`src/rtl/ipd_pkg.sv`:
```
package ipd_pkg;

  typedef enum logic [2:0] {
    AM_NONE = 3'd0,
    AM_IMM  = 3'd1,
    AM_ABS  = 3'd2,
    AM_ZM   = 3'd3,
    AM_ZMX  = 3'd4,
    AM_ZMY  = 3'd5
  } amode_e;

  typedef enum logic [2:0] {
    ST_IDLE,
    ST_FIRST,
    ST_OPC,
    ST_MODE,
    ST_OPND,
    ST_DONE
  } dstate_e;

  localparam int unsigned ABS_BYTES = 8;
  localparam int unsigned ZM_BYTES  = 4;

  // operand bytes fetched for a mode and a decoded size
  function automatic int unsigned opnd_len(logic [2:0] mode, int unsigned size);
    case (amode_e'(mode))
      AM_IMM:               return size;
      AM_ABS:               return ABS_BYTES;
      AM_ZM, AM_ZMX, AM_ZMY: return ZM_BYTES;
      default:              return 0;
    endcase
  endfunction

endpackage

```
`src/rtl/ipd_first_byte.sv`:
```
module ipd_first_byte #(
  parameter int unsigned MARK_W = 3
) (
  input  logic [7:0] data_i,
  output logic       is_prefix_o,
  output logic [1:0] size_sel_o,
  output logic [7:0] stripped_o
);
  localparam logic [MARK_W-1:0] MARK = '1;

  assign is_prefix_o = (data_i[MARK_W-1:0] == MARK);
  assign size_sel_o  = data_i[5:4];
  assign stripped_o  = data_i - 8'(MARK);
endmodule

```
`src/rtl/ipd_operand_asm.sv`:
```
module ipd_operand_asm #(
  parameter  int unsigned MAX_BYTES = 8,
  localparam int unsigned CNT_W     = $clog2(MAX_BYTES + 1),
  localparam int unsigned W         = 8 * MAX_BYTES
) (
  input  logic             clk_i,
  input  logic             rst_ni,
  input  logic             clr_i,
  input  logic             wr_i,
  input  logic [7:0]       data_i,
  input  logic [CNT_W-1:0] need_i,
  output logic [W-1:0]     raw_o,
  output logic             last_o
);
  logic [CNT_W-1:0] cnt_q;

  always_ff @(posedge clk_i or negedge rst_ni) begin
    if (!rst_ni)    cnt_q <= '0;
    else if (clr_i) cnt_q <= '0;
    else if (wr_i)  cnt_q <= cnt_q + 1'b1;
  end

  assign last_o = wr_i && (cnt_q == need_i - 1'b1);

  // one register per byte lane, little-endian placement
  for (genvar g = 0; g < int'(MAX_BYTES); g++) begin : g_lane
    logic [7:0] lane_q;
    always_ff @(posedge clk_i or negedge rst_ni) begin
      if (!rst_ni)                               lane_q <= '0;
      else if (clr_i)                            lane_q <= '0;
      else if (wr_i && cnt_q == CNT_W'(g))       lane_q <= data_i;
    end
    assign raw_o[8*g +: 8] = lane_q;
  end

  assert_cnt_bound_R6: assert property (@(posedge clk_i) disable iff (!rst_ni)
    cnt_q <= need_i);
  assert_no_extra_beat_R7: assert property (@(posedge clk_i) disable iff (!rst_ni)
    wr_i |-> cnt_q < need_i);
endmodule

```
`src/rtl/ipd_ctrl.sv`:
```
module ipd_ctrl #(
  parameter  int unsigned ADDR_W    = 64,
  parameter  int unsigned MAX_BYTES = 8,
  localparam int unsigned CNT_W     = $clog2(MAX_BYTES + 1),
  localparam int unsigned SZ_W      = $clog2(MAX_BYTES) + 1,
  localparam int unsigned LEN_W     = $clog2(MAX_BYTES + 3) + 1
) (
  input  logic              clk_i,
  input  logic              rst_ni,
  input  logic              start_i,
  input  logic [ADDR_W-1:0] pc_i,
  input  logic              mem_valid_i,
  input  logic [7:0]        mem_data_i,
  input  logic [2:0]        mode_i,
  input  logic              is_prefix_i,
  input  logic [1:0]        size_sel_i,
  input  logic [7:0]        stripped_i,
  input  logic              last_i,
  output logic              mem_req_o,
  output logic [ADDR_W-1:0] mem_addr_o,
  output logic              asm_clr_o,
  output logic              asm_wr_o,
  output logic [CNT_W-1:0]  need_o,
  output logic              opcode_valid_o,
  output logic [7:0]        opcode_o,
  output logic [7:0]        prefix_o,
  output logic [SZ_W-1:0]   size_o,
  output logic [LEN_W-1:0]  length_o,
  output logic [ADDR_W-1:0] next_pc_o,
  output logic              busy_o,
  output logic              done_o
);
  import ipd_pkg::*;

  dstate_e           state_q;
  logic [ADDR_W-1:0] pc_q, addr_q;
  logic              has_pfx_q, opc_vld_q;
  logic [1:0]        size_sel_q;
  logic [7:0]        prefix_q, opcode_q;
  logic [CNT_W-1:0]  need_q, need_calc;
  logic [SZ_W-1:0]   size_bytes;
  logic              beat;

  assign size_bytes = SZ_W'(1) << size_sel_q;
  assign need_calc  = CNT_W'(opnd_len(mode_i, int'(size_bytes)));
  assign mem_req_o  = (state_q == ST_FIRST) || (state_q == ST_OPC) || (state_q == ST_OPND);
  assign beat       = mem_req_o && mem_valid_i;

  always_ff @(posedge clk_i or negedge rst_ni) begin
    if (!rst_ni) begin
      state_q    <= ST_IDLE;
      pc_q       <= '0;
      addr_q     <= '0;
      has_pfx_q  <= 1'b0;
      opc_vld_q  <= 1'b0;
      size_sel_q <= '0;
      prefix_q   <= '0;
      opcode_q   <= '0;
      need_q     <= '0;
    end else begin
      case (state_q)
        ST_IDLE: if (start_i) begin
          pc_q      <= pc_i;
          addr_q    <= pc_i;
          opc_vld_q <= 1'b0;
          state_q   <= ST_FIRST;
        end
        ST_FIRST: if (beat) begin
          addr_q <= addr_q + 1'b1;
          if (is_prefix_i) begin
            has_pfx_q  <= 1'b1;
            size_sel_q <= size_sel_i;
            prefix_q   <= stripped_i;
            state_q    <= ST_OPC;
          end else begin
            has_pfx_q  <= 1'b0;
            size_sel_q <= '0;
            prefix_q   <= '0;
            opcode_q   <= mem_data_i;
            opc_vld_q  <= 1'b1;
            state_q    <= ST_MODE;
          end
        end
        ST_OPC: if (beat) begin
          // the byte after a prefix is never reclassified
          addr_q    <= addr_q + 1'b1;
          opcode_q  <= mem_data_i;
          opc_vld_q <= 1'b1;
          state_q   <= ST_MODE;
        end
        ST_MODE: begin
          need_q  <= need_calc;
          state_q <= (need_calc == '0) ? ST_DONE : ST_OPND;
        end
        ST_OPND: if (beat) begin
          addr_q <= addr_q + 1'b1;
          if (last_i) state_q <= ST_DONE;
        end
        ST_DONE: state_q <= ST_IDLE;
        default: state_q <= ST_IDLE;
      endcase
    end
  end

  assign mem_addr_o     = addr_q;
  assign asm_clr_o      = (state_q == ST_MODE);
  assign asm_wr_o       = (state_q == ST_OPND) && beat;
  assign need_o         = need_q;
  assign opcode_valid_o = opc_vld_q;
  assign opcode_o       = opcode_q;
  assign prefix_o       = prefix_q;
  assign size_o         = size_bytes;
  assign length_o       = LEN_W'(has_pfx_q) + LEN_W'(1) + LEN_W'(need_q);
  assign next_pc_o      = pc_q + ADDR_W'(length_o);
  assign busy_o         = (state_q != ST_IDLE);
  assign done_o         = (state_q == ST_DONE);

  assert_addr_hold_R10: assert property (@(posedge clk_i) disable iff (!rst_ni)
    mem_req_o && !mem_valid_i |=> mem_req_o && $stable(mem_addr_o));
  assert_addr_step_R10: assert property (@(posedge clk_i) disable iff (!rst_ni)
    mem_req_o && mem_valid_i |=> mem_addr_o == $past(mem_addr_o) + 1'b1);
  assert_done_pulse_R11: assert property (@(posedge clk_i) disable iff (!rst_ni)
    done_o |=> !done_o);
  assert_end_addr_R9: assert property (@(posedge clk_i) disable iff (!rst_ni)
    done_o |-> mem_addr_o == next_pc_o);
  assert_busy_start_R12: assert property (@(posedge clk_i) disable iff (!rst_ni)
    busy_o && start_i |=> $stable(pc_q));
endmodule

```
`src/rtl/insn_prefix_decoder.sv`:
```
module insn_prefix_decoder #(
  parameter  int unsigned ADDR_W    = 64,
  parameter  int unsigned MAX_BYTES = 8,
  localparam int unsigned OPND_W    = 8 * MAX_BYTES,
  localparam int unsigned CNT_W     = $clog2(MAX_BYTES + 1),
  localparam int unsigned SZ_W      = $clog2(MAX_BYTES) + 1,
  localparam int unsigned LEN_W     = $clog2(MAX_BYTES + 3) + 1
) (
  input  logic              clk_i,
  input  logic              rst_ni,
  input  logic              start_i,
  input  logic [ADDR_W-1:0] pc_i,
  output logic              mem_req_o,
  output logic [ADDR_W-1:0] mem_addr_o,
  input  logic              mem_valid_i,
  input  logic [7:0]        mem_data_i,
  output logic              opcode_valid_o,
  output logic [7:0]        opcode_o,
  input  logic [2:0]        mode_i,
  input  logic [OPND_W-1:0] idx_x_i,
  input  logic [OPND_W-1:0] idx_y_i,
  output logic              busy_o,
  output logic              done_o,
  output logic [7:0]        prefix_o,
  output logic [SZ_W-1:0]   size_o,
  output logic [OPND_W-1:0] operand_o,
  output logic [LEN_W-1:0]  length_o,
  output logic [ADDR_W-1:0] next_pc_o
);
  import ipd_pkg::*;

  logic              is_prefix, asm_clr, asm_wr, last;
  logic [1:0]        size_sel;
  logic [7:0]        stripped;
  logic [CNT_W-1:0]  need;
  logic [OPND_W-1:0] raw, idx_q;

  ipd_first_byte #(.MARK_W(3)) u_first (
    .data_i      (mem_data_i),
    .is_prefix_o (is_prefix),
    .size_sel_o  (size_sel),
    .stripped_o  (stripped)
  );

  ipd_ctrl #(.ADDR_W(ADDR_W), .MAX_BYTES(MAX_BYTES)) u_ctrl (
    .clk_i, .rst_ni, .start_i, .pc_i, .mem_valid_i, .mem_data_i, .mode_i,
    .is_prefix_i    (is_prefix),
    .size_sel_i     (size_sel),
    .stripped_i     (stripped),
    .last_i         (last),
    .mem_req_o, .mem_addr_o,
    .asm_clr_o      (asm_clr),
    .asm_wr_o       (asm_wr),
    .need_o         (need),
    .opcode_valid_o, .opcode_o, .prefix_o, .size_o, .length_o, .next_pc_o,
    .busy_o, .done_o
  );

  ipd_operand_asm #(.MAX_BYTES(MAX_BYTES)) u_asm (
    .clk_i, .rst_ni,
    .clr_i  (asm_clr),
    .wr_i   (asm_wr),
    .data_i (mem_data_i),
    .need_i (need),
    .raw_o  (raw),
    .last_o (last)
  );

  // index captured with the mode so it need not be held afterwards
  always_ff @(posedge clk_i or negedge rst_ni) begin
    if (!rst_ni) idx_q <= '0;
    else if (asm_clr) begin
      case (amode_e'(mode_i))
        AM_ZMX:  idx_q <= idx_x_i;
        AM_ZMY:  idx_q <= idx_y_i;
        default: idx_q <= '0;
      endcase
    end
  end

  assign operand_o = raw + idx_q;

  assert_result_hold_R11: assert property (@(posedge clk_i) disable iff (!rst_ni)
    !busy_o && !start_i |=> $stable(operand_o) && $stable(next_pc_o) && $stable(length_o));
  assert_idle_no_req_R1: assert property (@(posedge clk_i) disable iff (!rst_ni)
    !busy_o |-> !mem_req_o && !done_o);
endmodule

```
`config.mk`:
```
export PLATFORM = sky130hd
export DESIGN_NAME = insn_prefix_decoder
export DESIGN_NICKNAME = d
export VERILOG_FILES = /design/src/rtl/ipd_pkg.sv /design/src/rtl/ipd_first_byte.sv /design/src/rtl/ipd_operand_asm.sv /design/src/rtl/ipd_ctrl.sv /design/src/rtl/insn_prefix_decoder.sv
export SDC_FILE = /design/constraint.sdc
export NUM_CORES = 1
export LEC_CHECK = 0
export ABC_AREA = 1
export BUFFER_PORTS_ARGS = -buffer_cell sky130_fd_sc_hd__buf_4
export CAP_MARGIN = 10
export CORE_MARGIN = 2
export CORE_UTILIZATION = 45
export CTS_CLUSTER_DIAMETER = 80
export DETAILED_ROUTE_END_ITERATION = 16
export PLACE_DENSITY = 0.67
export SLEW_MARGIN = 5
export SYNTH_ARGS = -nofsm -noshare
export SYNTH_HDL_FRONTEND = slang
export SYNTH_SLANG_ARGS = --single-unit
```
`constraint.sdc`:
```
create_clock -name clk_i -period 6.02 [get_ports clk_i]
set_input_delay 1.204 -clock clk_i [delete_from_list [all_inputs] [get_ports clk_i]]
set_output_delay 1.204 -clock clk_i [all_outputs]
set_load 0.05 [all_outputs]
```
### Yosys cells after proc, flatten, opt, wreduce, memory -nomap -nowiden

Index checks and enable logic that the tools add are counted.

| cells by class | value |
|---|---|
| reduce and logical (&&, ||, !) cells | 37 |
| multiplexer cells | 43 |
| add/subtract/negate cells | 8 |
| shifts and indexed selects | 1 |
| equality and inequality tests | 26 |

Operator list:

| operator | count |
|---|---|
| 64-bit case mux with 2 select lines | 2 |
| 8-bit 2-to-1 mux | 20 |
| 64-bit 2-to-1 mux | 2 |
| 64-bit by 1-bit adder with 64-bit output, second input constant | 1 |
| 64-bit by 5-bit adder with 64-bit output | 1 |
| 64-bit adder | 1 |
| 2-bit nonzero test | 11 |
| 4-bit by 3-bit == test with 1-bit output, second input constant | 4 |
| 8-bit case mux with 2 select lines | 1 |
| 3-bit == test, second input constant | 5 |
| 3-bit 2-to-1 mux | 5 |
| 3-bit case mux with 5 select lines | 1 |
| 3-bit by 2-bit == test with 1-bit output, second input constant | 4 |
| 4-bit case mux with 3 select lines | 1 |
| 1-bit logical AND | 11 |
| 5-bit AND reduction | 2 |
| 4-bit by 2-bit == test with 1-bit output, second input constant | 2 |
| 4-bit zero test | 2 |
| 4-bit 2-to-1 mux | 2 |
| 2-bit by 1-bit != test with 1-bit output, second input constant | 4 |
| 8-bit by 3-bit subtractor with 8-bit output, second input constant | 1 |
| 1-bit 2-to-1 mux | 7 |
| 3-bit by 1-bit == test with 1-bit output, second input constant | 2 |
| 2-bit != test, second input constant | 3 |
| 16 further kinds | 20 |

| word-level totals | value |
|---|---|
| flip-flop bits (word level) | 287 |
| output and inout bits | 221 |

### Longest topological paths before layout

Gate-level depths: netlist of the first run.

| depth | value |
|---|---|
| depth in word-level cells | 9 |
| mapped depth | 17 |
| gate-level depth less buffers | 17 |

### By module

From an unflattened synthesis of the first run, not the netlist that was laid out.

| unflattened totals | value |
|---|---|
| cells, all modules | 3805 |
| area total of the unflattened synthesis | 23563.8 µm² |

Modules (own cells, without submodules):

| module | area each (µm²) | instances | cells an instance |
|---|---|---|---|
| ipd_ctrl | 11167.0 | 1 | 1770 |
| insn_prefix_decoder | 9128.8 | 1 | 1646 |
| ipd_operand_asm | 3105.5 | 1 | 361 |
| ipd_first_byte | 162.7 | 1 | 28 |

### Worst setup path before layout of the first run

No wires, ideal clock.

| timing path | value |
|---|---|
| path kind | reg-to-output |
| from | register u_ctrl.has_pfx_q |
| to | output port next_pc_o[57] |
| data arrival time | 3.855 ns |
| path slack | 0.961 ns |
| cell stages (with the launch flop) | 15 |
| cells stage by stage | dfrtp_1 -> inv_1 -> ha_1 -> fa_1 -> xor2_1 -> ha_1 -> nand2_1 -> nand3_1 -> nand2_1 -> nand2_1 -> nand2_1 -> nor2_1 -> nand2_1 -> nor2_1 -> xor2_1 |

| on the way | value |
|---|---|
| longest elaborated chain between the ends | 3 |

RTL lines:

| what | RTL line | source |
|---|---|---|
| start, declared | ipd_ctrl.sv:37 | `logic has_pfx_q, opc_vld_q;` |
| start signal, assigned | ipd_ctrl.sv:54 | `has_pfx_q <= 1'b0;` |
| start signal, assigned | ipd_ctrl.sv:71 | `has_pfx_q <= 1'b1;` |
| start signal, assigned | ipd_ctrl.sv:76 | `has_pfx_q <= 1'b0;` |
| 1-bit by 1-bit adder with 2-bit output | ipd_ctrl.sv:113 | `assign length_o = LEN_W'(has_pfx_q) + LEN_W'(1) + LEN_W'(need_q);` |
| 5-bit by 4-bit adder with 5-bit output | ipd_ctrl.sv:113 |  |
| net length_o[2] | insn_prefix_decoder.sv:27 | `output logic [LEN_W-1:0] length_o,` |
| 64-bit by 5-bit adder with 64-bit output | ipd_ctrl.sv:114 | `assign next_pc_o = pc_q + ADDR_W'(length_o);` |
| end, declared | insn_prefix_decoder.sv:28 | `output logic [ADDR_W-1:0] next_pc_o` |

The timed path passes the listed nets, and every way through them passes these cells.

### Final worst setup path of the first run

| timing path | value |
|---|---|
| from | register u_ctrl.has_pfx_q |
| to | output port next_pc_o[57] |

| on the way | value |
|---|---|
| longest elaborated chain between the ends | 3 |

RTL lines:

| what | RTL line |
|---|---|
| 1-bit by 1-bit adder with 2-bit output | ipd_ctrl.sv:113 |
| 5-bit by 4-bit adder with 5-bit output | ipd_ctrl.sv:113 |
| 64-bit by 5-bit adder with 64-bit output | ipd_ctrl.sv:114 |

Every way passes these cells.

==> results_dict.tcl, run 1 <==
set metrics [dict create \
    yosysWarnings 0 \
    finClkSkew_ns 0.0175 \
    yosys_register_bits 287 \
    cts.sinks 287 \
    crit_family "simple AND/OR/NAND/NOR gates" \
    netlist_instances 3618 \
    hold_start "u_asm.g_lane[0].lane_q[7]$_DFFE_PN0P_" \
    vias 25672 \
    synth-edff-count 0 \
    netlist_area_um2 22900 \
    avgSynthCellArea_um2 6.34 \
    clkTransAtPathRegs_ns 0.06 \
    rsz0062_at_grt "no" \
    io_pins 428 \
    fin_nets 4270 \
    finalCriticalPeriod_ns 5.19 \
    cp.required_ns 4.82 \
    n_fill_cell 5254 \
    holdPathEnd "u_asm.g_lane[0].lane_q[7]$_DFFE_PN0P_" \
    r2r_cells 10 \
    dieArea_um2 52800 \
    final_area_um2 27800 \
    post_cts_buffers 0 \
    multi_input_area_um2 13100 \
    core_um2 50300 \
    htreeDepth 2 \
    maxSlewViolCount 0 \
    path_class "reg -> out" \
    r2r_slack_ns 2.85 \
    crit_buf_inv 2 \
    setup_viol 0 \
    area_delta_synth_final_pct 21.0 \
    drive_above_1_share_pct 13.9 \
    status "complete, no violations" \
    clk_path_buf_depth 3 \
    die_x_um 230 \
    timing.rr.end "u_ctrl.mem_addr_o[46]$_DFFE_PN0P_" \
    startpoint_type "flip-flop" \
    setup_tns_ns 0 \
    port_buffers 427 \
    die_y_um 230 \
    initial_utilization_pct 45.6 \
    hold_viol_final 0 \
    gp_congestion 1.04 \
    fmax_ghz 0.193 \
    initialDrtViolationCount 2235 \
    timing.rr.start "u_ctrl.state_q[2]$_DFFE_PN0P_" \
    async_reset_ff_share_pct 100 \
    cap_violations 0 \
    preCtsSetupSlack_ns 1.42 \
    synth_nets 3906 \
    overflow 0 \
    path_cells "inv_1, ha_1, fa_1, xor2_1, ha_1, nand2_1, nand3_1, nand2_1, nand2_1, nand2_1, nor2_1, nand2_1, nor2_1, xor2_1, buf_4" \
    post-route-period-util_pct 86.3 \
    cp_common_cell "nand2_1" \
    wl_mm 98.9 \
    hold_path_depth 2 \
    via_per_inst 5.47 \
    clockRootBuffer "clkbuf_16" \
    wl_per_cell_um 21.1 \
    synthFlopType "dfrtp_1" \
    fin_cells 4693 \
    rows 82 \
    cts_tree "built" \
    postCtsResizedCells 0 \
    cp_max_fo 6 \
    hp-class "reg -> reg" \
    setup_ws_ns 0.827 \
    seqCellArea_um2 7180 \
    placed_area_um2 26500 \
    slew_headroom_pct 27.5 \
    antenna_found_initial 18 \
    yosysSeqAreaShare_pct 31.3 \
    grt_pass1_wl_mm 147 \
    synth_cell_types 48 \
    synth_area_leaders "dfrtp_1 31%, nand2_1 19%, inv_1 9.0%" \
    grt_pass1_vias 24111 \
    yosys.area.top_type "dfrtp_1" \
    worstPathArrival_ns 3.99 \
    endpoint_kind "output port" \
    drc_errors 0 \
    tightest_slew_ns 1.09 \
    dp.cells 4615 \
    track_usage_pct 36.8 \
    dp_hpwl_mm 79.7 \
    antenna_left 0 \
    crit_slowest_cell "fa_1" \
    yosysTopAreaCellShare_pct 31.3 \
    grt_max_degree 135 \
    clk-insertion-delay-late_ns 0.57 \
    numCtsBuffers 37 \
    crit_path_max_incr_delay_ns 0.41 \
    drtPass1Iterations 6 \
    cts_hold_buf 0 \
]
==> cell usage in the layout (no fill, tap or decap), drive strengths merged, types with 3 or more instances in the layout <==
| cell type | n |
|---|---|
| and2 | 6 |
| a31oi | 67 |
| nor3 | 61 |
| nand3b | 6 |
| fa | 3 |
| clkbuf | 51 |
| o21bai | 3 |
| nor2 | 393 |
| nand4 | 195 |
| nand3 | 177 |
| nor4 | 16 |
| dfrtp | 287 |
| diode | 13 |
| buf | 438 |
| inv | 562 |
| a21oi | 108 |
| mux2 | 17 |
| ha | 78 |
| o211ai | 6 |
| nand2 | 1176 |
| o22ai | 4 |
| xor2 | 87 |
| xnor2 | 27 |
| o21ai | 219 |
| clkinv | 6 |
==> metrics by stage <==
| stage | util, % | hold slack, ns |
|---|---|---|
| 2_1_floorplan | - | 0.448 |
| 3_3_place_gp | 52.8 | 0.475 |
| 3_5_place_dp | 52.8 | 0.480 |
| 4_1_cts | 55.2 | 0.496 |
| 5_1_grt | 55.2 | 0.519 |
| 6_report | 55.2 | 0.494 |
==> sequential cells by signal (all words and copies together), names as in the netlist, 3 cells and up <==
| signal | flops |
|---|---|
| u_asm.cnt_q | 4 |
| u_ctrl.opcode_o | 8 |
| u_ctrl.pc_q | 64 |
| u_ctrl.prefix_o | 8 |
| u_ctrl.mem_addr_o | 64 |
| u_ctrl.state_q | 3 |
| u_ctrl.need_o | 4 |
| u_asm.g_lane.lane_q | 64 |
| idx_q | 64 |
==> synth_stat cells, types with 6 or more instances <==
| cell type | n |
|---|---|
| buf_6 | 7 |
| ha_1 | 78 |
| nand3_1 | 177 |
| buf_2 | 30 |
| o211ai_1 | 6 |
| o21ai_0 | 163 |
| nor2_2 | 9 |
| o21ai_1 | 53 |
| clkbuf_1 | 59 |
| nor2_1 | 382 |
| nand2_1 | 1169 |
| mux2_2 | 17 |
| a31oi_1 | 67 |
| nor4_1 | 16 |
| buf_4 | 16 |
| dfrtp_1 | 287 |
| nand4_1 | 195 |
| nor3_1 | 55 |
| nand3b_1 | 6 |
| xor2_1 | 87 |
| inv_2 | 7 |
| a21oi_1 | 107 |
| inv_1 | 549 |
| xnor2_1 | 27 |
==> cell families (layout without fill, tap and decap cells) <==
group	after synthesis	in the layout	synth area share [%]
compound gates	412	412	9.66
xor+xnor	114	114	4.35
fa+ha+maj	81	81	4.52
buf+inv	670	1060	11.6
flops	287	287	31.3
mux	17	17	0.834
other cells	0	13	0
simple gates	2037	2037	37.7
==> layer usage <==
metal	wire (um)	part of all wire, %	up-vias	global-route usage [%]
met5	84	0.085	-	0
met4	6260	6.3	14	21.0
met3	7790	7.9	278	6.23
met2	46600	47	1129	61.6
met1	38200	39	11898	44.7
li1	-	-	12353	-
==> worst register-to-register path: stages (launching register included) <==
cell and delay (ns):
dfrtp_1 0.50, nor2_1 0.16, a21oi_2 0.20, nand2_4 0.48
nand2_1 0.25, nand2_2 0.07, inv_2 0.76, buf_4 0.36
a21oi_1 0.07, nand2_1 0.09, o21ai_0 0.08
==> worst max-delay path by stage <==
stage                                             from  depth (start not counted)             to  slack (ns)
after floorplan           u_ctrl.has_pfx_q$_DFFE_PN0P_                         14  next_pc_o[57]        0.96
after global placement    u_ctrl.has_pfx_q$_DFFE_PN0P_                         15  next_pc_o[57]        1.49
after detailed placement  u_ctrl.has_pfx_q$_DFFE_PN0P_                         15  next_pc_o[57]        1.42
after CTS                 u_ctrl.has_pfx_q$_DFFE_PN0P_                         15  next_pc_o[57]        0.78
after global routing      u_ctrl.has_pfx_q$_DFFE_PN0P_                         15  next_pc_o[57]        0.55
final                     u_ctrl.has_pfx_q$_DFFE_PN0P_                         15  next_pc_o[57]        0.83
==> area by class of cell <==
cell class | instances | area share (%)
timing repair buffer | 438 | 11.9
antenna | 13 | 0.117
tap | 672 | 3.03
inverter | 557 | 7.55
clock inverter | 14 | 0.536
clock buffer | 51 | 3.78
sequential | 287 | 25.9
multi-input combinational | 2661 | 47.2
Power of run 1 is left out: the tool's default activity adds up to more than one toggle a clock period on the data nets, which glitch-free logic cannot reach.
==> run 2, diff against run 1 <==
CORE_ASPECT_RATIO = 1.1   (was not set)
==> results_dict.tcl, run 2 (synthesis gave the netlist of run 1 again) <==
set metrics [dict create \
    n_fill_cell 5194 \
    crit_slowest_cell "ha_1" \
    cp-endpoint "next_pc_o[30]" \
    core_um2 50300 \
    gp_congestion 1.07 \
    clockRootBuffer "clkbuf_16" \
    fin_nets 4272 \
    numCtsBuffers 35 \
    dp.cells 4607 \
    die_x_um 219 \
    vias 25342 \
    timing.rr.start "u_ctrl.state_q[1]$_DFFE_PN0P_" \
    port_buffers 427 \
    grt_pass1_wl_mm 145 \
    drtPass1Iterations 5 \
    antenna_left 0 \
    cp_max_fo 6 \
    postCtsResizedCells 0 \
    rows 86 \
    initialDrtViolationCount 2217 \
    clk-insertion-delay-late_ns 0.56 \
    die_y_um 241 \
    setup_tns_ns 0 \
    cap_violations 0 \
    status "complete, no violations" \
    tightest_slew_ns 1.15 \
    io_pins 428 \
    fmax_ghz 0.193 \
    rsz0062_at_grt "no" \
    clk_path_buf_depth 3 \
    cts_tree "built" \
    wl_mm 98.7 \
    dieArea_um2 52800 \
    slew_headroom_pct 23.2 \
    worstPathArrival_ns 3.97 \
    crit_path_max_incr_delay_ns 0.42 \
    cts_hold_buf 0 \
    post_cts_buffers 0 \
    endpoint_kind "output port" \
    grt_pass1_vias 24000 \
    setup_viol 0 \
    finClkSkew_ns 0.0289 \
    finalCriticalPeriod_ns 5.17 \
    r2r_cells 8 \
    drive_above_1_share_pct 13.9 \
    timing.rr.end "u_asm.g_lane[0].lane_q[0]$_DFFE_PN0P_" \
    hp-class "reg -> reg" \
    htreeDepth 2 \
    cts.sinks 287 \
    hold_path_depth 2 \
    path_cells "inv_1, ha_1, fa_1, xor2_1, ha_1, nand2_1, nand3_1, o21ai_0, o21ai_2, nand3_1, nor2_1, xor2_1, buf_4" \
    initial_utilization_pct 45.7 \
    antenna_found_initial 8 \
    area_delta_synth_final_pct 20.8 \
    r2r_slack_ns 3.23 \
    cp-startpoint "u_ctrl.has_pfx_q$_DFFE_PN0P_" \
    via_per_inst 5.42 \
    clkTransAtPathRegs_ns 0.07 \
    drc_errors 0 \
    hold_viol_final 0 \
    wl_per_cell_um 21.1 \
    path_class "reg -> out" \
    cp.required_ns 4.82 \
    final_cell_mix "1168 x nand2_1, 547 x inv_1, 440 x buf_4" \
    grt_max_degree 169 \
    placed_area_um2 26500 \
    final_area_um2 27700 \
    track_usage_pct 36.9 \
    dp_hpwl_mm 80.8 \
    fin_cells 4674 \
    post-route-period-util_pct 85.9 \
    overflow 0 \
    startpoint_type "flip-flop" \
    maxSlewViolCount 0 \
    fin_util_pct 55.2 \
    mostFrequentLayoutCell "nand2_1" \
]
==> run 2: per-layer routing <==
metal | vias up | track usage, % | part of all wire [%]
li1 | 12346 | - | -
met1 | 11678 | 42.4 | 38
met2 | 1040 | 64.4 | 49
met3 | 272 | 5.73 | 6.6
met4 | 6 | 22.9 | 6.9
met5 | - | 0 | 0.039
==> run 2: final cells by class <==
cell class,instances,area [um2],share of cell area (%)
flip-flops and latches,287,7180,25.9
clock buffers,47,1010,3.66
diodes,6,15.0,0.0542
clock inverters,14,148,0.533
repair buffers,442,3340,12.0
multi-input cells,2661,13100,47.3
well taps,660,826,2.98
inverters,557,2100,7.56
==> run 2: critical path: cells and delay by family, from the launching register on <==
family | cells | cell delay, ns
flip-flops | 1 | 0.39
AND/OR/NAND/NOR | 4 | 0.61
XOR/XNOR | 2 | 0.49
buffers and inverters | 2 | 0.32
AO/OA/AOI/OAI | 2 | 0.59
adder cells (fa/ha/maj) | 3 | 1.03
==> run 2: stage by stage <==
step	worst slack, ns	hold slack, ns
floorplan	0.961	0.448
global placement	1.48	0.474
detailed placement	1.47	0.478
CTS	0.875	0.495
global route	0.584	0.520
finish	0.850	0.493
==> run 2: worst min-delay path by stage <==
| stage | end | start | slack [ns] |
|---|---|---|---|
| after detailed placement | u_asm.g_lane[2].lane_q[4]$_DFFE_PN0P_ | u_asm.g_lane[2].lane_q[4]$_DFFE_PN0P_ | 0.48 |
| after global placement | u_ctrl.opcode_o[4]$_DFFE_PN0P_ | u_ctrl.opcode_o[4]$_DFFE_PN0P_ | 0.47 |
| after CTS | u_ctrl.opcode_o[1]$_DFFE_PN0P_ | u_ctrl.opcode_o[1]$_DFFE_PN0P_ | 0.50 |
| final | u_ctrl.opcode_o[6]$_DFFE_PN0P_ | u_ctrl.opcode_o[6]$_DFFE_PN0P_ | 0.49 |
| after floorplan | u_asm.g_lane[0].lane_q[4]$_DFFE_PN0P_ | u_asm.g_lane[0].lane_q[4]$_DFFE_PN0P_ | 0.45 |
| after global routing | u_asm.g_lane[5].lane_q[7]$_DFFE_PN0P_ | u_asm.g_lane[5].lane_q[7]$_DFFE_PN0P_ | 0.52 |
Power of run 2 is left out for the same reason.
